File: src/rtl/spi_seq_pkg.sv
// Shared types for the buffered SPI transaction sequencer.
// Assumes: command codes are fixed by the host interface and decoded here only.
package spi_seq_pkg;

    typedef enum logic [2:0] {
        OP_XFER_SEL  = 3'd0,
        OP_XFER_RAW  = 3'd1,
        OP_SEL_SET   = 3'd2,
        OP_SEL_REL   = 3'd3,
        OP_PURGE_W   = 3'd4,
        OP_PURGE_R   = 3'd5,
        OP_PURGE_ALL = 3'd6,
        OP_NONE      = 3'd7
    } seq_op_e;

    typedef enum logic [1:0] {
        ST_IDLE   = 2'd0,
        ST_ISSUE  = 2'd1,
        ST_WAIT   = 2'd2,
        ST_FINISH = 2'd3
    } seq_state_e;

endpackage

File: src/rtl/spi_seq_buf.sv
// Append-only byte store with an element count and a sticky overflow flag.
// Assumes: clr and push are not requested in the same cycle; clr wins if they are.
// Clearing zeroes only the count; stored bytes stay in place.
module spi_seq_buf #(
    parameter int DEPTH = 60,
    parameter int W     = 8,
    localparam int CW   = $clog2(DEPTH + 1),
    localparam int IW   = (DEPTH > 1) ? $clog2(DEPTH) : 1
) (
    input  logic          clk,
    input  logic          rst_n,
    input  logic          clr,
    input  logic          push,
    input  logic [W-1:0]  push_data,
    input  logic [CW-1:0] rd_idx,
    output logic [W-1:0]  rd_data,
    output logic [CW-1:0] count,
    output logic          ovf
);

    logic [W-1:0] mem [DEPTH];
    logic         has_room;

    assign has_room = (int'(count) < DEPTH);

    // Count and overflow bookkeeping
    always_ff @(posedge clk) begin
        if (!rst_n) begin
            count <= '0;
            ovf   <= 1'b0;
        end else if (clr) begin
            count <= '0;
        end else if (push) begin
            if (has_room) count <= count + CW'(1);
            else          ovf   <= 1'b1;
        end
    end

    // Data storage, not reset
    always_ff @(posedge clk) begin
        if (rst_n && !clr && push && has_room)
            mem[count[IW-1:0]] <= push_data;
    end

    // Indexed read with range guard
    always_comb begin
        if (int'(rd_idx) < DEPTH) rd_data = mem[rd_idx[IW-1:0]];
        else                      rd_data = '0;
    end

endmodule

File: src/rtl/spi_seq_cs.sv
// Chip-select state: one active flag per channel, set and cleared by masks.
// Assumes: a channel is driven low only if both active and configured.
module spi_seq_cs #(
    parameter int NCS = 8
) (
    input  logic           clk,
    input  logic           rst_n,
    input  logic           set_en,
    input  logic [NCS-1:0] set_mask,
    input  logic           rel_en,
    input  logic [NCS-1:0] rel_mask,
    input  logic [NCS-1:0] chan_cfg,
    output logic [NCS-1:0] cs_n
);

    logic [NCS-1:0] active;
    logic [NCS-1:0] add_bits;
    logic [NCS-1:0] drop_bits;

    assign add_bits  = set_en ? (set_mask & chan_cfg) : '0;
    assign drop_bits = rel_en ? rel_mask : '0;

    // Active-channel flags
    always_ff @(posedge clk) begin
        if (!rst_n) active <= '0;
        else        active <= (active | add_bits) & ~drop_bits;
    end

    // Per-channel output gating
    for (genvar g = 0; g < NCS; g++) begin : g_pin
        assign cs_n[g] = ~(active[g] & chan_cfg[g]);
    end

endmodule

File: src/rtl/spi_seq_ctrl.sv
// Command decoder and transfer sequencer.
// Accepts one command per cycle while idle; runs issue/wait loops over the write
// buffer, then releases selects and optionally purges the write buffer.
// Assumes: the shifter answers each sh_start with exactly one sh_done pulse.
module spi_seq_ctrl
    import spi_seq_pkg::*;
#(
    parameter int NCS = 8,
    parameter int CW  = 6
) (
    input  logic           clk,
    input  logic           rst_n,
    input  logic           cmd_valid,
    input  logic [2:0]     cmd_op,
    input  logic           cmd_mask_en,
    input  logic [NCS-1:0] cmd_mask,
    input  logic           sel_mask_we,
    input  logic [NCS-1:0] sel_mask_wdata,
    input  logic           auto_purge_rd,
    input  logic           auto_purge_wr,
    input  logic [CW-1:0]  wr_count,
    input  logic [7:0]     wbuf_data,
    input  logic           sh_done,
    output logic           sh_start,
    output logic [7:0]     sh_tx,
    output logic [CW-1:0]  wr_idx,
    output logic           rbuf_push,
    output logic           rbuf_clr,
    output logic           wbuf_clr,
    output logic           cs_set_en,
    output logic [NCS-1:0] cs_set_mask,
    output logic           cs_rel_en,
    output logic [NCS-1:0] cs_rel_mask,
    output logic           busy
);

    seq_state_e     state;
    seq_op_e        op;
    logic [CW-1:0]  idx;
    logic [NCS-1:0] sel_mask;
    logic [NCS-1:0] lat_mask;
    logic           with_sel;
    logic [NCS-1:0] eff_mask;
    logic           accept;
    logic           is_xfer;
    logic           more;

    assign op       = seq_op_e'(cmd_op);
    assign eff_mask = cmd_mask_en ? cmd_mask : sel_mask;
    assign accept   = cmd_valid && (state == ST_IDLE);
    assign is_xfer  = (op == OP_XFER_SEL) || (op == OP_XFER_RAW);
    assign more     = (idx < wr_count);
    assign busy     = (state != ST_IDLE);
    assign wr_idx   = idx;
    assign sh_tx    = wbuf_data;

    // Per-cycle strobes toward buffers, select logic and shifter
    always_comb begin
        sh_start    = (state == ST_ISSUE) && more;
        rbuf_push   = (state == ST_WAIT) && sh_done;
        cs_set_en   = accept && ((op == OP_XFER_SEL) || (op == OP_SEL_SET));
        cs_set_mask = eff_mask;
        cs_rel_en   = (accept && (op == OP_SEL_REL)) || ((state == ST_FINISH) && with_sel);
        cs_rel_mask = (state == ST_FINISH) ? lat_mask : eff_mask;
        rbuf_clr    = accept && ((op == OP_PURGE_R) || (op == OP_PURGE_ALL) ||
                                 (is_xfer && auto_purge_rd));
        wbuf_clr    = (accept && ((op == OP_PURGE_W) || (op == OP_PURGE_ALL))) ||
                      ((state == ST_FINISH) && auto_purge_wr);
    end

    // Stored selection mask
    always_ff @(posedge clk) begin
        if (!rst_n)           sel_mask <= '1;
        else if (sel_mask_we) sel_mask <= sel_mask_wdata;
    end

    // Transfer state machine
    always_ff @(posedge clk) begin
        if (!rst_n) begin
            state    <= ST_IDLE;
            idx      <= '0;
            lat_mask <= '0;
            with_sel <= 1'b0;
        end else begin
            case (state)
                ST_IDLE: begin
                    if (accept && is_xfer) begin
                        state    <= ST_ISSUE;
                        idx      <= '0;
                        lat_mask <= eff_mask;
                        with_sel <= (op == OP_XFER_SEL);
                    end
                end
                ST_ISSUE: state <= more ? ST_WAIT : ST_FINISH;
                ST_WAIT: begin
                    if (sh_done) begin
                        idx   <= idx + CW'(1);
                        state <= ST_ISSUE;
                    end
                end
                ST_FINISH: state <= ST_IDLE;
                default:   state <= ST_IDLE;
            endcase
        end
    end

endmodule

File: src/rtl/spi_txn_seq.sv
// Top of the buffered SPI transaction sequencer.
// Holds the write and read buffers, the chip-select state and the sequencer,
// and answers host read requests one cycle after they arrive.
// Assumes: appends and commands presented while busy are to be dropped.
module spi_txn_seq #(
    parameter int DEPTH = 60,
    parameter int NCS   = 8,
    localparam int CW   = $clog2(DEPTH + 1)
) (
    input  logic           clk,
    input  logic           rst_n,
    input  logic           cmd_valid,
    input  logic [2:0]     cmd_op,
    input  logic           cmd_mask_en,
    input  logic [NCS-1:0] cmd_mask,
    input  logic           sel_mask_we,
    input  logic [NCS-1:0] sel_mask_wdata,
    input  logic [NCS-1:0] chan_cfg,
    input  logic           auto_purge_rd,
    input  logic           auto_purge_wr,
    input  logic           rd_order,
    input  logic           app_valid,
    input  logic [7:0]     app_data,
    input  logic           rd_req,
    output logic           rd_valid,
    output logic [7:0]     rd_data,
    output logic           rd_empty,
    output logic           sh_start,
    output logic [7:0]     sh_tx,
    input  logic           sh_done,
    input  logic [7:0]     sh_rx,
    output logic [NCS-1:0] cs_n,
    output logic           busy,
    output logic [CW-1:0]  wr_count,
    output logic [CW-1:0]  rd_count,
    output logic           wr_ovf,
    output logic           rd_ovf
);

    logic [CW-1:0]  wr_idx;
    logic [7:0]     wbuf_data;
    logic [7:0]     rbuf_data;
    logic [CW-1:0]  rd_idx;
    logic           rbuf_push;
    logic           rbuf_clr;
    logic           wbuf_clr;
    logic           cs_set_en;
    logic [NCS-1:0] cs_set_mask;
    logic           cs_rel_en;
    logic [NCS-1:0] cs_rel_mask;
    logic           app_take;

    assign app_take = app_valid && !busy;
    assign rd_idx   = rd_order ? '0 : (rd_count - CW'(1));

    spi_seq_buf #(.DEPTH(DEPTH), .W(8)) u_wbuf (
        .clk       (clk),
        .rst_n     (rst_n),
        .clr       (wbuf_clr),
        .push      (app_take),
        .push_data (app_data),
        .rd_idx    (wr_idx),
        .rd_data   (wbuf_data),
        .count     (wr_count),
        .ovf       (wr_ovf)
    );

    spi_seq_buf #(.DEPTH(DEPTH), .W(8)) u_rbuf (
        .clk       (clk),
        .rst_n     (rst_n),
        .clr       (rbuf_clr),
        .push      (rbuf_push),
        .push_data (sh_rx),
        .rd_idx    (rd_idx),
        .rd_data   (rbuf_data),
        .count     (rd_count),
        .ovf       (rd_ovf)
    );

    spi_seq_cs #(.NCS(NCS)) u_cs (
        .clk      (clk),
        .rst_n    (rst_n),
        .set_en   (cs_set_en),
        .set_mask (cs_set_mask),
        .rel_en   (cs_rel_en),
        .rel_mask (cs_rel_mask),
        .chan_cfg (chan_cfg),
        .cs_n     (cs_n)
    );

    spi_seq_ctrl #(.NCS(NCS), .CW(CW)) u_ctrl (
        .clk            (clk),
        .rst_n          (rst_n),
        .cmd_valid      (cmd_valid),
        .cmd_op         (cmd_op),
        .cmd_mask_en    (cmd_mask_en),
        .cmd_mask       (cmd_mask),
        .sel_mask_we    (sel_mask_we),
        .sel_mask_wdata (sel_mask_wdata),
        .auto_purge_rd  (auto_purge_rd),
        .auto_purge_wr  (auto_purge_wr),
        .wr_count       (wr_count),
        .wbuf_data      (wbuf_data),
        .sh_done        (sh_done),
        .sh_start       (sh_start),
        .sh_tx          (sh_tx),
        .wr_idx         (wr_idx),
        .rbuf_push      (rbuf_push),
        .rbuf_clr       (rbuf_clr),
        .wbuf_clr       (wbuf_clr),
        .cs_set_en      (cs_set_en),
        .cs_set_mask    (cs_set_mask),
        .cs_rel_en      (cs_rel_en),
        .cs_rel_mask    (cs_rel_mask),
        .busy           (busy)
    );

    // Registered answer to a host read request
    always_ff @(posedge clk) begin
        if (!rst_n) begin
            rd_valid <= 1'b0;
            rd_data  <= '0;
            rd_empty <= 1'b0;
        end else begin
            rd_valid <= rd_req;
            if (rd_req) begin
                rd_empty <= (rd_count == '0);
                rd_data  <= (rd_count == '0) ? 8'h00 : rbuf_data;
            end
        end
    end

endmodule

File: config.mk
export PLATFORM = sky130hd
export DESIGN_NAME = spi_txn_seq
export DESIGN_NICKNAME = d
export VERILOG_FILES = /design/src/rtl/spi_seq_pkg.sv /design/src/rtl/spi_seq_buf.sv /design/src/rtl/spi_seq_cs.sv /design/src/rtl/spi_seq_ctrl.sv /design/src/rtl/spi_txn_seq.sv
export SDC_FILE = /design/constraint.sdc
export NUM_CORES = 1
export LEC_CHECK = 0
export BUFFER_PORTS_ARGS = -buffer_cell sky130_fd_sc_hd__buf_2
export CAP_MARGIN = 20
export CORE_MARGIN = 8
export CORE_UTILIZATION = 55
export CTS_BUF_LIST = sky130_fd_sc_hd__clkbuf_8
export DETAILED_ROUTE_END_ITERATION = 7
export HOLD_SLACK_MARGIN = 0.12
export MAX_ROUTING_LAYER = met4
export PLACE_DENSITY_LB_ADDON = 0.25
export RECOVER_POWER = 50
export SETUP_SLACK_MARGIN = 0.3
export SLEW_MARGIN = 20
export SYNTH_ARGS = -nofsm -noshare
export SYNTH_HDL_FRONTEND = slang
export SYNTH_SLANG_ARGS = --single-unit
File: constraint.sdc
create_clock -name clk -period 7.1 [get_ports clk]
set_input_delay 1.42 -clock clk [delete_from_list [all_inputs] [get_ports clk]]
set_output_delay 1.42 -clock clk [all_outputs]
set_load 0.02 [all_outputs]
======== Yosys cells after proc, flatten, opt, wreduce, memory -nomap -nowiden ========
Memories as Yosys holds them, arrays and structs flattened. A register that Yosys moved wholly into a read port is not among the register bits.
Index checks and enable logic that the tools add are counted.
Widths: inputs -> output; s select.
operators by class
  $add $sub $neg .......................... 4
  equal/unequal tests ..................... 11
  reduce and logical (&&, ||, !) cells .... 42
  magnitude comparators ................... 5
  bitwise operators ....................... 25
  muxes and demuxes ....................... 21
operator list
  kind                 count
  $mux 8               7
  $mux 6               5
  $lt 6x6->1 const B   4
  $add 6x1->6 const B  3
  $logic_and 1x1->1    18
  $and 8x8->8          2
  $not 1->1            13
  $pmux 6 s2           1
  $eq 3x3->1 const B   3
  $reduce_and 3->1     3
  $and 1x1->1          8
  $not 8->8            1
  $or 8x8->8           1
  $pmux 2 s4           1
  $reduce_and 2->1     4
  $logic_or 1x1->1     7
  $eq 3x2->1 const B   2
  $logic_not 6->1      1
  $lt 6x6->1           1
  $sub 6x1->6 const B  1
  $mux 1               5
  $eq 2x2->1 const B   2
  $mux 2               2
  $ne 2x2->1 const B   2
  other kinds (7)      11
word-level totals
  bits in registers ....................... 57
  word-level logic and storage cells ...... 123
  memories ................................ 2
  memory bits (writable) .................. 960
  output and inout bits ................... 42
  bits of input ports ..................... 54
memories
  name        depth  width  read ports  clocked after memory_dff  write ports  line               RTL
  u_rbuf.mem  60     8      1           0                         1            spi_seq_buf.sv:21  logic [W-1:0] mem [DEPTH];
  u_wbuf.mem  60     8      1           1                         1            spi_seq_buf.sv:21

======== Longest topological paths before layout ========
  depth after elaboration ................. 11
  mapped depth ............................ 17
  depth with buffers taken out ............ 9

======== Cells and area by module ========
From an unflattened synthesis, not the netlist that was laid out.
unflattened totals
  cells, all modules ...................... 2134
  area, all modules ....................... 40506.3 um^2
modules (own cells, without submodules)
  module        sequential area each (um^2)  cells an instance  instances  area an instance (um^2)
  spi_seq_buf   14554.0                      936                2          19104.6
  spi_seq_ctrl  500.5                        175                1          1488.9
  spi_txn_seq   200.2                        52                 1          493.0
  spi_seq_cs    160.2                        35                 1          315.3

======== Worst setup path before layout ========
OpenSTA, ideal clock, no wires.
  path type ............................... reg-to-reg
  from .................................... register u_rbuf.count[0]
  to ...................................... register rd_data[3]
  clock period less this slack ............ 3.735 ns
  library setup time ...................... 0.134 ns
  slack ................................... 3.365 ns
  required time ........................... 6.966 ns
  cell stages (with the launch flop) ...... 17
  arrival ................................. 3.601 ns
  path buffers ............................ 7
  path through ............................ dfxtp_1 > buf_2 > inv_2 > buf_1 > buf_1 > clkbuf_1 > ha_1 > buf_2 > or2_2 > buf_2 > buf_2 > a211oi_1 > a311oi_1 > o21ai_0 > o21ai_0 > a22o_1 > or4_1
on the way
  longest elaborated chain between the ends .. 5
  elaborated cells on any way between the ends .. 7
  classes of those cells .................. add/sub (1); order compare (1); mux (3); reduce/logical (1); memory (1)
RTL lines
  item                                               line                RTL
  start, declared                                    spi_seq_buf.sv:17   output logic [CW-1:0] count,
  start signal, assigned                             spi_seq_buf.sv:34   if (has_room) count <= count + CW'(1);
  $sub 6x1->6                                        spi_txn_seq.sv:54   assign rd_idx = rd_order ? '0 : (rd_count - CW'(1));
  $mux 6                                             spi_txn_seq.sv:54
  $mem_v2 60x8 / $lt 6x6->1 (equally long branches)  --
  $mux 8                                             spi_seq_buf.sv:47   if (int'(rd_idx) < DEPTH) rd_data = mem[rd_idx[IW-1:0]];
  $mux 8 (*)                                         spi_txn_seq.sv:128  rd_data <= (rd_count == '0) ? 8'h00 : rbuf_data;
  end signal, assigned                               spi_txn_seq.sv:128
  end, declared                                      spi_txn_seq.sv:26   output logic [7:0] rd_data,
Mark *: on every way between the ends. The rest lies on a longest branch, timed or not.
A chain may end at the register's enable or synchronous reset.

==> out/metrics.cfg <==
[yosys]
yosysUniqueCellTypes=68
yosys_warnings=0
yosysTopAreaCell=edfxtp_1
synthTopCellsByArea=edfxtp_1 71%, mux4_2 7.6%, dfxtp_1 3.1%, mux2i_1 2.1%, nand2_1 1.7%
syn_nets=2485
avgSynthCellArea_um2=16.8
synth_edf_count=960
ys_ff_latch=1023
synthCells=2421
ys_seq_area_share_pct=73.8
synth_top_cell_area_share_pct=70.7
netlist_area_um2=40800
ys.flop_type=edfxtp_1
synthArstFlopShare_pct=0

[routing]
post_drt_wl_per_cell_um=26.4
drtIter0Drc=2508
drt-met1-wl_mm=37.3
dr.pass1.iters=5
via_count=23000
antenna_left=0
wl_met3_mm=7.51
wl_mm=96.5
drc=0
vias_per_cell=6.29
top_layer=met4
dr_wl_met2_mm=48.4

[worst_setup_path]
crit_fanout=55
cpPeakStageDelay_ns=0.92
cpLargestDelayFamily=flip-flops
cp-start-kind=register
worstPathArrival_ns=4.00
worstSetupPathType=reg -> out
cp_slowest_cell=dfxtp_4
crit_chain=buf_4 -> mux4_2 -> mux4_2 -> o21ai_0 -> o22ai_1 -> buf_2
path_common_cell=mux4_2
cp_num_buf_inv=2
end_kind=output pin
worstPathRequired_ns=5.68

[timing]
maxSlewViolCount=1002
rsz0062_at_grt=no
max_freq_mhz=185
fin_ws_ns=1.68
setup_violations=0
finalCriticalPeriod_ns=5.42
fin_skew_ns=0.0224
hold_slack_ns=0.467
post-route-period-util_pct=76.3
finalSetupTns_ns=0
slew_headroom_pct=-115
hold_viol=0
worstMarginPinSlew_ns=3.22

[clock_network]
cts.clk_slew.worst_paths_ns=0.05
cts_tree=built
h-tree-depth=4
holdBufCountCts=0
cts-resized-gates=0
ctsRootBufferMaster=clkbuf_8
clockBufferDepth=3
post_cts_buffers=0
clock-sinks=1023
clkLatencyLatePin_ns=0.78
numCtsBuffers=159

[power_and_ir_drop]
pwr-share-clk_pct=38.4
powerDensity_nw_per_um2=257
swShare_pct=22.3
comb_power_share_pct=4.1
power_leakage_nw=14.2
power.switching_mw=2.57
ir_drop_uv=226
power_frac_seq_pct=57.5
power.internal_mw=8.97

[grt]
antenna_found_initial=7
grt_remaining_overflow=0
grt_pass1_wl_mm=145
grt_pass1_vias=23100
grt_start_max_net_pins=75
grt_usage_pct=24.0

[die]
fp-row-count=100
io_pins=96
die_w_um=288
die_y_um=288
start_util_pct=55.1
fp.dieArea_um2=83100
core_um2=73900

[min_path]
worstHoldPathType=reg -> reg

[status]
violations=max-capacitance violations, max-slew violations
outcome=finished with violations

[layout]
mostFrequentLayoutCell=edfxtp_1
nFillCells=5291
layout.nets=2622
final_cell_mix=960 x edfxtp_1, 185 x nand2_1, 168 x nor2_1, 162 x clkbuf_8, 138 x mux4_2
fin_area_um2=44900
fin_util_pct=60.8
drive_above_1_share_pct=18.7
syn_to_final_growth_pct=10.3

[place]
place_congestion=0.890
numPortBuffers=95
hpwl_mm=58.8
pre_cts_ws_ns=2.40
placed_area_um2=42100

[job]
max_cap_violations=19

[kinds of logic (layout without fill, tap and decap cells)]
group,after synthesis,after routing,synth area share [%]
fa+ha+maj,10,10,0.307
mux,268,268,11.0
buf+inv,166,422,1.71
simple gates,522,522,5.81
flops,1023,1023,73.8
compound gates,418,418,7.06
other cells,0,7,0
xor+xnor,14,14,0.319
[final timing paths]
check	start	to	slack (ns)	cells after the start
min reg2reg	u_wbuf.ovf	u_wbuf.ovf	0.47	2
max reg2reg	u_rbuf.count[0]	rd_data[5]	2.46	10
max	register	sh_tx[0]	1.68	6
min	u_wbuf.ovf	u_wbuf.ovf	0.47	2
[layer usage]
layer / vias to the layer above / global-route usage (%)
li1: 10000 / -
met4: 0 / 9.17
met5: - / -
met1: 11600 / 30.1
met3: 197 / 4.71
met2: 1163 / 38.9
[power groups by stage]
stage	Combinational (mW)	Clock [mW]	Sequential (mW)
2_1_floorplan	0.264	0	6.74
6_report	0.477	4.43	6.64
4_1_cts	0.479	4.50	6.63
3_3_place_gp	0.465	0	6.75
5_1_grt	0.511	4.76	6.64
3_5_place_dp	0.478	0	6.75
[metrics by stage]
stage / total power, mW / std cells
after floorplan: 7.01 / 2421
after global placement: 7.22 / 3365
after detailed placement: 7.23 / 3365
after CTS: 11.6 / 3645
after global routing: 11.9 / 3653
final: 11.5 / 3653
[sequential cells by signal (all words and copies together), names as in the netlist, 2 cells and up, named ones only]
| signal | cells |
|---|---|
| u_wbuf.mem | 480 |
| u_ctrl.wr_idx | 6 |
| u_ctrl.lat_mask | 8 |
| u_cs.active | 8 |
| u_ctrl.state | 2 |
| rd_data | 8 |
| u_wbuf.count | 6 |
| u_rbuf.count | 6 |
| u_ctrl.sel_mask | 8 |
| u_rbuf.mem | 480 |
[worst min-delay path, cell delays in order (launching register included)]
cell and delay (ns):
dfxtp_1 0.33, nand2_1 0.05, o41ai_1 0.05
[Yosys cell counts (11+ instances only)]
cell / number
mux4_2: 138
and2_1: 22
a22o_1: 11
mux2i_1: 86
a211oi_1: 37
buf_1: 20
nand2_1: 185
edfxtp_1: 960
o221ai_1: 16
o21ai_0: 63
a221oi_1: 21
a22oi_1: 23
a31oi_1: 13
dfxtp_1: 63
o211ai_1: 23
nand3_1: 48
mux2_2: 44
clkbuf_1: 82
a311oi_1: 32
buf_2: 47
o22ai_1: 76
a21boi_0: 13
a21oi_1: 55
nor2_1: 171
nor3_1: 15
nor2b_1: 12
[final cells by class]
| class | instances | area, µm² | area share [%] |
|---|---|---|---|
| Sequential cell | 1023 | 30100 | 67.0 |
| Multi-Input combinational cell | 1232 | 10000 | 22.3 |
| Clock buffer | 162 | 2230 | 4.96 |
| Tap cell | 969 | 1210 | 2.70 |
| Timing Repair Buffer | 129 | 714 | 1.59 |
| Clock inverter | 118 | 612 | 1.36 |
| Inverter | 13 | 48.8 | 0.109 |
| Antenna cell | 7 | 17.5 | 0.0390 |
(Power assumes the default switching activity.)
